--- config.mk ---
export PLATFORM = sky130hd
export DESIGN_NAME = ptr_addr_gen
export DESIGN_NICKNAME = d
export VERILOG_FILES = /design/src/rtl/ptr_agu_pkg.sv /design/src/rtl/ptr_circ_wrap.sv /design/src/rtl/ptr_revcarry_add.sv /design/src/rtl/ptr_step_unit.sv /design/src/rtl/ptr_bank.sv /design/src/rtl/ptr_addr_gen.sv
export SDC_FILE = /design/constraint.sdc
export NUM_CORES = 1
export LEC_CHECK = 0
export ABC_AREA = 1
export ABC_CLOCK_PERIOD_IN_PS = 18660
export BUFFER_PORTS_ARGS = -buffer_cell sky130_fd_sc_hd__clkbuf_2
export CORE_MARGIN = 2
export CORE_UTILIZATION = 40
export DETAILED_ROUTE_END_ITERATION = 8
export GPL_TIMING_DRIVEN = 0
export PLACE_DENSITY = 0.68
export SLEW_MARGIN = 10
export SYNTH_ARGS = -nofsm -noshare
export SYNTH_HDL_FRONTEND = slang
export SYNTH_HIERARCHICAL = 1
export SYNTH_SLANG_ARGS = --single-unit
export TNS_END_PERCENT = 20
--- constraint.sdc ---
create_clock -name clk -period 18.66 [get_ports clk]
set_input_delay 0.933 -clock clk [delete_from_list [all_inputs] [get_ports clk]]
set_output_delay 0.933 -clock clk [all_outputs]
set_load 0.05 [all_outputs]
--- src/rtl/ptr_agu_pkg.sv ---
// Shared widths and post-modify codes for the pointer address generator.
// Assumes the code values are fixed; the decoder depends on them.
package ptr_agu_pkg;
    typedef enum logic [2:0] {
        PM_HOLD  = 3'd0,
        PM_INC   = 3'd1,
        PM_DEC   = 3'd2,
        PM_INDEX = 3'd3,
        PM_CIRC  = 3'd4,
        PM_REV   = 3'd5
    } pmode_e;
endpackage

--- src/rtl/ptr_circ_wrap.sv ---
// Circular step: moves a pointer by a signed step inside [base, base+len-1].
// Assumes the pointer starts inside the region and |step| <= len.
module ptr_circ_wrap #(
    parameter int PW = 16
) (
    input  logic          clk,
    input  logic          rst_n,
    input  logic          act,
    input  logic [PW-1:0] cur,
    input  logic [PW-1:0] step,
    input  logic [PW-1:0] base,
    input  logic [PW-1:0] len,
    output logic [PW-1:0] nxt
);
    localparam int XW = PW + 2;

    logic [XW-1:0] off_x, step_x, len_x, sum_x, wrap_x;

    // Offset inside region, signed sum, then one correction step.
    always_comb begin
        off_x  = {2'b00, cur - base};
        step_x = {{2{step[PW-1]}}, step};
        len_x  = {2'b00, len};
        sum_x  = off_x + step_x;
        if (sum_x[XW-1])
            wrap_x = sum_x + len_x;
        else if (sum_x >= len_x)
            wrap_x = sum_x - len_x;
        else
            wrap_x = sum_x;
        nxt = base + wrap_x[PW-1:0];
    end

    logic [PW-1:0] step_mag;
    logic          pre_ok;
    // Magnitude of step and range precondition for the check below.
    always_comb begin
        step_mag = step[PW-1] ? (~step + 1'b1) : step;
        pre_ok   = ((cur - base) < len) && (step_mag <= len) && !step_mag[PW-1];
    end


    circ_in_region_chk: assert property (@(posedge clk) disable iff (!rst_n)
        (act && pre_ok) |-> ((nxt - base) < len));
endmodule

--- src/rtl/ptr_revcarry_add.sv ---
// Reverse-carry adder: sum of a and b with carry moving from MSB to LSB.
// Built by bit-reversing both operands, adding, and reversing the sum.
module ptr_revcarry_add #(
    parameter int PW = 16
) (
    input  logic [PW-1:0] a,
    input  logic [PW-1:0] b,
    output logic [PW-1:0] sum
);
    logic [PW-1:0] ra, rb, rs;

    for (genvar i = 0; i < PW; i++) begin : g_rev
        assign ra[i]  = a[PW-1-i];
        assign rb[i]  = b[PW-1-i];
        assign sum[i] = rs[PW-1-i];
    end

    assign rs = ra + rb;
endmodule

--- src/rtl/ptr_step_unit.sv ---
// Post-modify arithmetic: picks the next pointer value from the mode code.
// Assumes unused codes mean hold; chg flags a value that differs by mode.
module ptr_step_unit
    import ptr_agu_pkg::*;
#(
    parameter int PW = 16
) (
    input  logic          clk,
    input  logic          rst_n,
    input  logic          act,
    input  logic [2:0]    mode,
    input  logic [PW-1:0] cur,
    input  logic [PW-1:0] step,
    input  logic [PW-1:0] base,
    input  logic [PW-1:0] len,
    output logic [PW-1:0] nxt,
    output logic          chg
);
    logic [PW-1:0] circ_nxt, rev_nxt;

    ptr_circ_wrap #(.PW(PW)) u_circ (
        .clk  (clk),
        .rst_n(rst_n),
        .act  (act && (mode == PM_CIRC)),
        .cur  (cur),
        .step (step),
        .base (base),
        .len  (len),
        .nxt  (circ_nxt)
    );

    ptr_revcarry_add #(.PW(PW)) u_rev (
        .a  (cur),
        .b  (step),
        .sum(rev_nxt)
    );

    // Mode decode into next pointer value.
    always_comb begin
        chg = 1'b1;
        unique case (mode)
            PM_INC:   nxt = cur + 1'b1;
            PM_DEC:   nxt = cur - 1'b1;
            PM_INDEX: nxt = cur + step;
            PM_CIRC:  nxt = circ_nxt;
            PM_REV:   nxt = rev_nxt;
            default: begin
                nxt = cur;
                chg = 1'b0;
            end
        endcase
    end
endmodule

--- src/rtl/ptr_bank.sv ---
// Pointer register bank with per-pointer extensions.
// One read port, one post-update write, one load write; load has priority.
module ptr_bank #(
    parameter int NPTR = 8,
    parameter int PW   = 16,
    parameter int EW   = 7,
    localparam int SW  = $clog2(NPTR),
    localparam int AW  = PW + EW
) (
    input  logic          clk,
    input  logic          rst_n,
    input  logic [SW-1:0] rd_sel,
    output logic [PW-1:0] rd_ptr,
    output logic [EW-1:0] rd_ext,
    input  logic          upd_en,
    input  logic [SW-1:0] upd_sel,
    input  logic [PW-1:0] upd_val,
    input  logic          ld_en,
    input  logic [SW-1:0] ld_sel,
    input  logic          ld_wide,
    input  logic [AW-1:0] ld_val
);
    logic [PW-1:0] ptr_q [NPTR];
    logic [EW-1:0] ext_q [NPTR];

    for (genvar i = 0; i < NPTR; i++) begin : g_reg
        // Pointer register: load first, then post-update.
        always_ff @(posedge clk) begin
            if (!rst_n)
                ptr_q[i] <= '0;
            else if (ld_en && (ld_sel == SW'(i)))
                ptr_q[i] <= ld_val[PW-1:0];
            else if (upd_en && (upd_sel == SW'(i)))
                ptr_q[i] <= upd_val;
        end

        // Extension register: written only by a wide load.
        always_ff @(posedge clk) begin
            if (!rst_n)
                ext_q[i] <= '0;
            else if (ld_en && ld_wide && (ld_sel == SW'(i)))
                ext_q[i] <= ld_val[AW-1:PW];
        end
    end

    assign rd_ptr = ptr_q[rd_sel];
    assign rd_ext = ext_q[rd_sel];


    load_wins_chk: assert property (@(posedge clk) disable iff (!rst_n)
        ld_en |=> (ptr_q[$past(ld_sel)] == $past(ld_val[PW-1:0])));


    narrow_keeps_ext_chk: assert property (@(posedge clk) disable iff (!rst_n)
        (ld_en && !ld_wide) |=> (ext_q[$past(ld_sel)] == $past(ext_q[ld_sel])));


    upd_keeps_ext_chk: assert property (@(posedge clk) disable iff (!rst_n)
        (upd_en && !(ld_en && ld_sel == upd_sel)) |=>
            (ext_q[$past(upd_sel)] == $past(ext_q[upd_sel])));
endmodule

--- src/rtl/ptr_addr_gen.sv ---
// Top: issues {extension, pointer} as the access address and writes the
// post-modified pointer back at the same edge. Assumes one access per cycle.
module ptr_addr_gen #(
    parameter int NPTR = 8,
    parameter int PW   = 16,
    parameter int EW   = 7,
    localparam int SW  = $clog2(NPTR),
    localparam int AW  = PW + EW
) (
    input  logic          clk,
    input  logic          rst_n,
    input  logic          acc_en,
    input  logic [SW-1:0] acc_sel,
    input  logic [2:0]    acc_mode,
    input  logic [PW-1:0] acc_step,
    input  logic [PW-1:0] circ_base,
    input  logic [PW-1:0] circ_len,
    input  logic          ld_en,
    input  logic [SW-1:0] ld_sel,
    input  logic          ld_wide,
    input  logic [AW-1:0] ld_data,
    output logic [AW-1:0] addr_out,
    output logic          addr_vld
);
    import ptr_agu_pkg::*;

    logic [PW-1:0] cur_ptr, nxt_ptr;
    logic [EW-1:0] cur_ext;
    logic          step_chg;

    ptr_bank #(.NPTR(NPTR), .PW(PW), .EW(EW)) u_bank (
        .clk    (clk),
        .rst_n  (rst_n),
        .rd_sel (acc_sel),
        .rd_ptr (cur_ptr),
        .rd_ext (cur_ext),
        .upd_en (acc_en && step_chg),
        .upd_sel(acc_sel),
        .upd_val(nxt_ptr),
        .ld_en  (ld_en),
        .ld_sel (ld_sel),
        .ld_wide(ld_wide),
        .ld_val (ld_data)
    );

    ptr_step_unit #(.PW(PW)) u_step (
        .clk  (clk),
        .rst_n(rst_n),
        .act  (acc_en),
        .mode (acc_mode),
        .cur  (cur_ptr),
        .step (acc_step),
        .base (circ_base),
        .len  (circ_len),
        .nxt  (nxt_ptr),
        .chg  (step_chg)
    );

    assign addr_out = {cur_ext, cur_ptr};
    assign addr_vld = acc_en;


    inc_then_reuse_chk: assert property (@(posedge clk) disable iff (!rst_n)
        (acc_en && $past(acc_en) && $past(acc_mode) == PM_INC &&
         acc_sel == $past(acc_sel) &&
         !($past(ld_en) && $past(ld_sel) == $past(acc_sel)))
        |-> (addr_out[PW-1:0] == PW'($past(addr_out[PW-1:0]) + 1'b1)));


    ext_steady_chk: assert property (@(posedge clk) disable iff (!rst_n)
        (acc_en && $past(acc_en) && acc_sel == $past(acc_sel) && !$past(ld_en))
        |-> (addr_out[AW-1:PW] == $past(addr_out[AW-1:PW])));
endmodule

Word level (Yosys, flattened, before mapping)
Memories as Yosys holds them, arrays and structs flattened. Cells that the tools add are included.

Bits in writable memories: 184. Input port bits: 85. Register bits after elaboration: 0. Output and inout bits: 24. Memories kept: 2. Word-level logic and storage cells: 193.

Mux-type cells: 109. $add $sub $neg: 9. Reduce and logical (&&, ||, !) cells: 29. $lt $le $gt $ge: 1. Equal/unequal tests: 19. Bitwise gates (word level): 24.

Memories: u_bank.ptr_q (words 8, width 16, rd ports 1, clocked after memory_dff 0, write ports 8, line ptr_bank.sv:23) `logic [PW-1:0] ptr_q [NPTR];`; u_bank.ext_q (words 8, width 7, rd ports 1, clocked after memory_dff 0, write ports 8, line ptr_bank.sv:24) `logic [EW-1:0] ext_q [NPTR];`.

Operators by type and width (number): $mux W16 (18); $mux W1 (82); $pmux W16 S5 (1); $add A16 B16 Y16 (4); $mux W7 (8); $sub A16 B16 Y16 (2); $eq A3 B3 Y1 const B (10); $logic_and A1 B1 Y1 (26); $or A1 B1 Y1 (24); $add A17 B16 Y18 (1); $eq A3 B2 Y1 const B (6); $ge A18 B16 Y1 (1); $add A16 B1 Y16 const B (1); $sub A16 B1 Y16 const B (1); $eq A3 B1 Y1 const B (3); $logic_not A3 Y1 (2); $reduce_or A5 Y1 (1).

Logic depth before layout (Yosys ltp)
Gate-level depths: netlist of run 1.

Depth in word-level cells: 10. Gate-level depth with buffers: 64. Gate-level depth less buffers: 61.

Hierarchy
Netlist of run 1, hierarchy kept.

Modules (own cells, without submodules): ptr_bank (area an instance 9456.6 um^2, times used 1, cells each 1092, sequential area each 5525.3 um^2); ptr_circ_wrap (area an instance 4383.0 um^2, times used 1, cells each 734, sequential area each 0.0 um^2); ptr_step_unit (area an instance 1609.0 um^2, times used 1, cells each 331, sequential area each 0.0 um^2); ptr_revcarry_add (area an instance 938.4 um^2, times used 1, cells each 179, sequential area each 0.0 um^2); ptr_addr_gen (area an instance 15.0 um^2, times used 1, cells each 3, sequential area each 0.0 um^2).

Least setup slack after synthesis of run 1
OpenSTA, ideal clock, no wires.

Kind: input to register. Start point: input acc_sel[0]. End point: memory u_bank.ptr_q[4][12], data pin. Slack: 10155 ps. Required time: 18410 ps. Buffers on the path: 3. Stages on the path: 63. Arrival: 8255 ps. Cell sequence: inv_2 buf_2 clkbuf_1 o21ai_1 nand2_1 nand2_1 nand2_1 inv_1 ha_1 fa_1 inv_1 a31oi_1 o21bai_1 nand2_1 nand2_1 nand2_1 nand2_1 nand2_1 [27 not listed] nand2_1 a21oi_1 inv_1 nand2_1 nand2_1 a21oi_1 o21ai_0 nand2_1 nand2_1 xor2_1 inv_1 o22ai_1 nor2_1 a21oi_1 inv_1 nand4_1 nand2_1 inv_1.

RTL lines: from (decl) (line ptr_addr_gen.sv:13) `input logic [SW-1:0] acc_sel,`; to (decl) (line ptr_bank.sv:23).

==> reports/results.ini, run 1 <==
[logic_synthesis]
synthesis.area_um2=16400
yosys_warnings=6
avgSynthCellArea_um2=7.02
synthCells=2337
syn_nets=2542

[outcome]
status=finished, final reports clean

[worst_hold_path]
whs_path_depth=3
hold_class=in2reg
holdPathEnd=u_bank/ptr_q[5][12]$_DFFE_PP_
worstHoldStart=ld_data[12]

[floorplanning]
die_y_um=206
pin_count=109
initial_core_util=0.403
rows=74
placeableCoreArea_um2=40600
die_area_um2=42600
die_w_um=206

[critical_path]
arrival_ns=10.43
crit_buf_inv=14
r2r.worst_path.cells=59
crit_top_cell=nand2_1
r2r-start=u_bank/ptr_q[6][0]$_DFFE_PP_
rrSetupSlack_ns=9.38
r2r-end=u_bank/ptr_q[4][15]$_SDFFCE_PN0P_
crit_path_max_incr_delay_ns=0.44
cp-end-kind=flip-flop
cpMaxStageDelayCell=clkbuf_1
path_class=in2reg
cp_max_fo=10
required_ns=18.86
cp_top_family=simple AND/OR/NAND/NOR gates
start_kind=input pin

[global_route]
grt_pass1_wl_um=81500
grt_start_max_net_pins=17
antenna_found_initial=0
grt-ovfl-total=0
first_global_vias=15600
grt_usage=0.248

[placed_design]
gp_congestion=0.975
port_buffers=107
pre_cts_ws_ns=8.05
post-dp-hpwl_um=43900
place_area_um2=17600

[layout]
fin_util=0.448
stdcell_area_um2=18200
final_nets=2668
n_antenna_cell=0
area_growth_pct=11.0
drive_gt1_frac=0.106

[clock_network]
clk_latency_ns=0.44
cts_buffer_depth=2
tritoncts=built
ctsResizeCount=0
clk_pin_slew_ns=0.07
hold_buffers=0
cts.sinks=184
cts_setup_buffers=0
clockRootBuffer=clkbuf_16
numCtsBuffers=17
cts.htree.levels=4

[power_and_ir_drop]
power.switching_mw=1.12
power.density_nw_per_um2=128
combinationalPowerShare=0.630
finalPower_mw=2.32
cellLeakagePower_nw=8.80
ir_drop_mv=0.0688
p_int_mw=1.20
p_clk_frac=0.161
swShare=0.484
p_seq_frac=0.209

[route]
firstDrtPassIters=6
drt-vias-per-instance=5.30
drt-initial-drc-count=1248
wl_per_cell_um=17.6
drc=0
vias=15900
wl_um=52900
postRouteAntennaNets=0

[flow_run]
maxCapViolCount=0

[timing]
fin_setup_tns_ns=0
slew_headroom=0.208
fin_crit_sh=0.548
rsz0062_at_grt=false
worst_pin_slew_ns=1.18
finClkSkew_ns=0.0109
layout_setup_ws_ns=8.43
setup_viol=0
fin_crit_ns=10.23
fmax_ghz=0.0978
slew_viol_final=0
hold_viol_final=0

-- worst reg2reg max path, delay by kind of cell (launching register included) --
| kind | cells | cell delay (ns) |
|---|---|---|
| adder cells (fa/ha/maj) | 5 | 1.64 |
| buffers and inverters | 10 | 1.14 |
| flip-flops | 1 | 0.33 |
| AND/OR/NAND/NOR | 29 | 2.84 |
| XOR/XNOR | 3 | 0.68 |
| AO/OA/AOI/OAI | 12 | 2.40 |
-- metrics by stage --
step | hold slack [ns] | std cells
floorplan | 1.12 | 2337
global placement | 1.31 | 2976
detailed placement | 1.32 | 2976
CTS | 0.894 | 3007
global route | 0.917 | 3007
finish | 0.903 | 3007
-- registers in the layout (all words and copies together), names as in the netlist --
signal,count
u_bank/ptr_q,128
u_bank/ext_q,56
-- cells in the final DEF (no fill, tap or decap), drive strengths merged, types with 3 or more instances in the layout --
cell        n
edfxtp    184
ha        113
xor2       52
o31ai       3
inv       319
xnor2      14
o21bai      9
clkinv      5
a211oi      3
a31o        3
a21boi      4
a21oi     110
nand4      32
nand2     611
o211ai      9
clkbuf    146
o21ai     268
buf        51
bufinv      4
nor3       12
fa          7
o22ai      36
a31oi       4
nor2      382
clkinvlp    4
nand3b      5
nand3      69
a21o        4
-- routing by layer --
layer	vias to the layer above	routed length, um	GRT usage
li1	7902	-	-
met1	7311	20500	0.285
met2	603	26500	0.452
met3	115	3240	0.0270
met4	0	2560	0.131
met5	-	0	0
-- worst max-delay path by stage --
stage	start	end	cells past startpoint
after floorplan	acc_sel[0]	u_bank/ptr_q[4][12]$_SDFFCE_PN0P_	63
after global placement	acc_sel[0]	u_bank/ptr_q[4][15]$_SDFFCE_PN0P_	61
after detailed placement	acc_sel[1]	u_bank/ptr_q[4][12]$_SDFFCE_PN0P_	62
after CTS	acc_sel[1]	u_bank/ptr_q[4][12]$_SDFFCE_PN0P_	62
after global routing	acc_sel[1]	u_bank/ptr_q[4][12]$_SDFFCE_PN0P_	62
final	acc_sel[0]	u_bank/ptr_q[4][15]$_SDFFCE_PN0P_	61
-- power groups by stage --
stage               Sequential (mW)  Combinational (mW)  Clock (mW)
finish                        0.486                1.46       0.373
global route                  0.488                1.62       0.394
CTS                           0.486                1.44       0.377
detailed placement            0.495                1.43           0
global placement              0.494                1.43           0
floorplan                     0.493                1.07           0
-- cell type report --
type | instances | area, um^2
fill | 4064 | 22400
multi-input combinational | 1762 | 9270
sequential | 184 | 5530
inverter | 319 | 1200
tap | 532 | 666
timing repair buffer | 107 | 536
clock buffer | 18 | 429
buffer | 72 | 404
clock inverter | 13 | 180
(Power assumes the default switching activity.)
==> run 2: changes to the inputs <==
--- a/config.mk
+++ b/config.mk
@@ -6,7 +6,7 @@
 export NUM_CORES = 1
 export LEC_CHECK = 0
 export ABC_AREA = 1
-export ABC_CLOCK_PERIOD_IN_PS = 18660
+export ABC_CLOCK_PERIOD_IN_PS = 9700
 export BUFFER_PORTS_ARGS = -buffer_cell sky130_fd_sc_hd__clkbuf_2
 export CORE_MARGIN = 2
 export CORE_UTILIZATION = 40
==> constraint.sdc (replaced) <==
create_clock -name clk -period 9.7 [get_ports clk]
set_input_delay 0.485 -clock clk [delete_from_list [all_inputs] [get_ports clk]]
set_output_delay 0.485 -clock clk [all_outputs]
set_load 0.05 [all_outputs]
==> run 2 against run 1 <==
Effect of this change: clock-buffer cell count is the same; power grew 94%; combinational power grew 96%; register-to-register slack lost 8.5 ns; largest cell class unchanged.
==> reports/results.ini, run 2 (same netlist as run 1, synthesis figures left out) <==
[outcome]
status=finished, final reports clean

[critical_path]
arrival_ns=9.34
cp-end-kind=flip-flop
rrSetupSlack_ns=0.89
crit_top_cell=nand2_1
crit_path_max_incr_delay_ns=0.42
cpMaxStageDelayCell=fa_1
path_class=in2reg
cp_top_family=simple AND/OR/NAND/NOR gates
cp_max_fo=10
start_kind=input pin
required_ns=9.90
crit_buf_inv=14

[placed_design]
place_area_um2=17600
port_buffers=107
pre_cts_ws_ns=-0.464
post-dp-hpwl_um=43900
gp_congestion=0.975

[clock_network]
tritoncts=built
cts.htree.levels=4
clockRootBuffer=clkbuf_16
numCtsBuffers=17
hold_buffers=0
cts.sinks=184
cts_buffer_depth=2
clk_pin_slew_ns=0.07
clk_latency_ns=0.44

[layout]
drive_gt1_frac=0.118
final_common_cell=nand2_1
fin_util=0.450
final_cell_mix=nand2_1 (580), nor2_1 (365), inv_1 (300)
fillCellCount=4068
top_register=u_bank/ptr_q
area_growth_pct=11.5
largest_reg_flops=128
final_nets=2669
largestRegisters=u_bank/ptr_q (128), u_bank/ext_q (56)
multi_input_area_um2=9310
n_antenna_cell=0
regArea_um2=5530
stdcell_area_um2=18300

[route]
wl_um=53000
vias=16000
routed.top_layer=met4
route.met3.wl_um=3030
firstDrtPassIters=7
postRouteAntennaNets=0
drc=0
drt-initial-drc-count=1228
wl_per_cell_um=17.6
drt-vias-per-instance=5.32
wirelength_met1_um=20800
met2_length_um=26500

[power_and_ir_drop]
power.density_nw_per_um2=247
cellLeakagePower_nw=8.85
ir_drop_mv=0.132

[worst_hold_path]
hold_class=in2reg

[timing]
setup_viol=0
fin_crit_ns=9.13
fin_crit_sh=0.942
hold_viol_final=0
timing.hold.ws_ns=0.456
slew_headroom=0.194
worst_pin_slew_ns=1.20
layout_setup_ws_ns=0.565
slew_viol_final=0
fmax_ghz=0.109
finClkSkew_ns=0.0110
rsz0062_at_grt=true

[floorplanning]
die_w_um=206
placeableCoreArea_um2=40600
die_area_um2=42600
rows=74
pin_count=109
die_y_um=206
initial_core_util=0.403

[global_route]
antenna_found_initial=0
grt-ovfl-total=0
first_global_vias=15600
grt_usage=0.248
grt_pass1_wl_um=81500
grt_start_max_net_pins=17

[flow_run]
maxCapViolCount=0

run 2: cell count changes in the layout (fill, tap and decap cells not counted), moves of 3 or more:
cell / change
nand2_2: +4
inv_1: -3
clkbuf_4: +3
buf_1: -5
clkbuf_1: -8
nand2_1: -5
a21oi_2: +4
a21oi_1: -4
clkbuf_2: +11
inv_2: +3
run 2: metrics by stage:
step	TNS (ns)	power, mW	std cells
global placement	-5.20	3.70	2976
global route	-0.0682	4.86	3008
detailed placement	-11.26	3.70	2976
CTS	0	4.44	3007
floorplan	0	3.01	2337
finish	0	4.51	3008
run 2: timing repair:
item / CTS / global route
resized for setup: 2 / 43
setup buffers: 0 / 1
endpoints found under the setup margin: 1 / 66
pin swaps: 0 / 2
run 2: worst register-to-register path: cells and delay by family (launching register included):
kind	cells	cell delay, ns
buffers and inverters	10	1.03
adder cells (fa/ha/maj)	5	1.59
flip-flops	1	0.33
AO/OA/AOI/OAI	12	2.31
AND/OR/NAND/NOR	29	2.68
XOR/XNOR	3	0.60
run 2: final timing paths:
kind / from / depth (start not counted) / end
setup / recovery: acc_sel[0] / 61 / u_bank/ptr_q[4][15]$_SDFFCE_PN0P_
hold / removal: ld_data[11] / 3 / u_bank/ptr_q[5][11]$_DFFE_PP_
setup reg to reg: u_bank/ptr_q[6][0]$_DFFE_PP_ / 59 / u_bank/ptr_q[4][15]$_SDFFCE_PN0P_
hold reg to reg: u_bank/ptr_q[3][0]$_DFFE_PP_ / 8 / u_bank/ptr_q[7][0]$_DFFE_PP_
run 2: metal layers:
layer,global-route usage,vias up
li1,-,7906
met4,0.131,0
met2,0.452,595
met5,0,-
met3,0.0270,123
met1,0.285,7374
run 2: power by group:
part	switching, mW	leakage [nW]	internal [mW]
combinational	1.89	6.70	0.974
sequential	0.0118	1.86	0.924
clock	0.291	0.283	0.427
total	2.19	8.85	2.32
run 2: area by class of cell:
type | count | share of cell area
clock inverter | 13 | 0.00985
inverter | 319 | 0.0656
multi-input combinational | 1762 | 0.509
buffer | 72 | 0.0235
sequential | 184 | 0.302
clock buffer | 18 | 0.0235
timing repair buffer | 108 | 0.0297
tap | 532 | 0.0364
==> run 3: changes to the inputs <==
--- a/config.mk
+++ b/config.mk
@@ -10,9 +10,11 @@
 export BUFFER_PORTS_ARGS = -buffer_cell sky130_fd_sc_hd__clkbuf_2
 export CORE_MARGIN = 2
 export CORE_UTILIZATION = 40
+export CTS_CLUSTER_DIAMETER = 100
 export DETAILED_ROUTE_END_ITERATION = 8
 export GPL_TIMING_DRIVEN = 0
 export PLACE_DENSITY = 0.68
+export RECOVER_POWER = 100
 export SLEW_MARGIN = 10
 export SYNTH_ARGS = -nofsm -noshare
 export SYNTH_HDL_FRONTEND = slang
==> run 3 against run 2 <==
Effect of this change: maximum frequency barely moved; setup slack better by 0.0034 ns; cell count stayed put; die area unchanged; clock power about the same; highest routed layer unchanged.
==> reports/results.ini, run 3 (same netlist as run 1, synthesis figures left out) <==
[outcome]
status=finished, final reports clean

[timing]
hold_viol_final=0
rsz0062_at_grt=true
fin_crit_ns=9.13
slew_viol_final=0
slew_headroom=0.202
fin_crit_sh=0.941
worst_pin_slew_ns=1.18
finClkSkew_ns=0.0128
setup_viol=0
fin_setup_tns_ns=0
fmax_ghz=0.110
timing.hold.ws_ns=0.458

[power_and_ir_drop]
combinationalPowerShare=0.633
power.density_nw_per_um2=248
ir_drop_mv=0.132
cellLeakagePower_nw=8.75
p_int_mw=2.32
finalPower_mw=4.51
p_clk_frac=0.160
power.switching_mw=2.18
swShare=0.485
p_seq_frac=0.208

[critical_path]
rrSetupSlack_ns=0.87
startpoint=acc_sel[0]
cp-endpoint=u_bank/ptr_q[4][15]$_SDFFCE_PN0P_
crit_top_cell=nand2_1
r2r.worst_path.cells=59
path_class=in2reg
cpMaxStageDelayCell=fa_1
r2r-end=u_bank/ptr_q[4][15]$_SDFFCE_PN0P_
crit_path_max_incr_delay_ns=0.42
cp-end-kind=flip-flop
arrival_ns=9.34
start_kind=input pin
required_ns=9.90
cp_max_fo=10
r2r-start=u_bank/ptr_q[6][0]$_DFFE_PP_

[clock_network]
cts.sinks=184
clk_pin_slew_ns=0.07
tritoncts=built
hold_buffers=0
cts_buffer_depth=2
clockRootBuffer=clkbuf_16
cts.htree.levels=4
clk_latency_ns=0.44
numCtsBuffers=17

[route]
wl_per_cell_um=17.6
vias=16000
wirelength_met1_um=20700
postRouteAntennaNets=0
route.met3.wl_um=3220
drc=0
drt-vias-per-instance=5.32
drt-initial-drc-count=1279
met2_length_um=26500
wl_um=53000
routed.top_layer=met4
firstDrtPassIters=7

[layout]
largestRegisters=u_bank/ptr_q (128), u_bank/ext_q (56)
fin_util=0.447
final_nets=2669
drive_gt1_frac=0.0985
fillCellCount=4101
final_cell_mix=nand2_1 (584), nor2_1 (374), inv_1 (300)
area_growth_pct=10.9
largest_reg_flops=128
final_common_cell=nand2_1
n_antenna_cell=0
post_layout_nonfiller_instances=3008
top_register=u_bank/ptr_q

[floorplanning]
die_y_um=206
pin_count=109
initial_core_util=0.403
placeableCoreArea_um2=40600
rows=74
die_area_um2=42600
die_w_um=206

[global_route]
antenna_found_initial=0
grt_pass1_wl_um=81500
grt_start_max_net_pins=17
grt_usage=0.248
first_global_vias=15600
grt-ovfl-total=0

[placed_design]
post-place-cells=2976
port_buffers=107
gp_congestion=0.975
post-dp-hpwl_um=43900

[worst_hold_path]
worstHoldStart=ld_data[11]
hold_class=in2reg

[flow_run]
maxCapViolCount=0

## run 3: through the flow
step           instance area (um^2)  setup slack, ns
2_1_floorplan                 16400             1.64
3_3_place_gp                  17600           -0.307
3_5_place_dp                  17600           -0.464
4_1_cts                       18200           0.0142
5_1_grt                       18200          -0.0659
6_report                      18200            0.569
## run 3: metal layers
layer  global-route usage  vias to the layer above
met3               0.0270                      121
met4                0.131                        0
li1                     -                     7899
met1                0.285                     7358
met5                    0                        -
met2                0.452                      612
## run 3: how the worst min path moves through the flow
stage                                     to  slack [ns]  depth (start not counted)
6_report       u_bank/ptr_q[5][11]$_DFFE_PP_        0.46                          3
5_1_grt        u_bank/ptr_q[1][14]$_DFFE_PP_        0.47                          3
4_1_cts        u_bank/ptr_q[5][11]$_DFFE_PP_        0.45                          3
3_5_place_dp   u_bank/ptr_q[5][11]$_DFFE_PP_        0.90                          3
3_3_place_gp   u_bank/ptr_q[5][11]$_DFFE_PP_        0.89                          3
2_1_floorplan   u_bank/ptr_q[0][0]$_DFFE_PP_        0.68                          2
## run 3: area by class of cell
cell class | instances | area [um^2] | share of cell area
buffer | 72 | 418 | 0.0230
clock buffer | 18 | 429 | 0.0236
clock inverter | 13 | 180 | 0.00991
inverter | 319 | 1200 | 0.0660
multi-input combinational | 1762 | 9250 | 0.509
sequential | 184 | 5530 | 0.304
tap | 532 | 666 | 0.0366
timing repair buffer | 108 | 510 | 0.0281
## run 3: power by group through the flow
stage / Sequential [mW] / Combinational (mW) / Clock (mW)
5_1_grt: 0.939 / 3.16 / 0.758
3_5_place_dp: 0.952 / 2.75 / 0
4_1_cts: 0.935 / 2.78 / 0.724
3_3_place_gp: 0.950 / 2.75 / 0
6_report: 0.935 / 2.85 / 0.720
2_1_floorplan: 0.948 / 2.07 / 0
## run 3: repair_timing
action                                  4_1_cts  5_1_grt
gates resized for setup                       2       43
pin swaps                                     0        2
endpoints found under the setup margin        1       66
hold endpoints to repair                      0        0
setup buffers                                 0        1
## run 3: worst max-delay path: cells and delay by family
family,cells,cell delay (ns)
AO/OA/AOI/OAI,12,2.26
buffers and inverters,13,1.65
adder cells (fa/ha/maj),5,1.59
XOR/XNOR,3,0.60
AND/OR/NAND/NOR,29,2.68
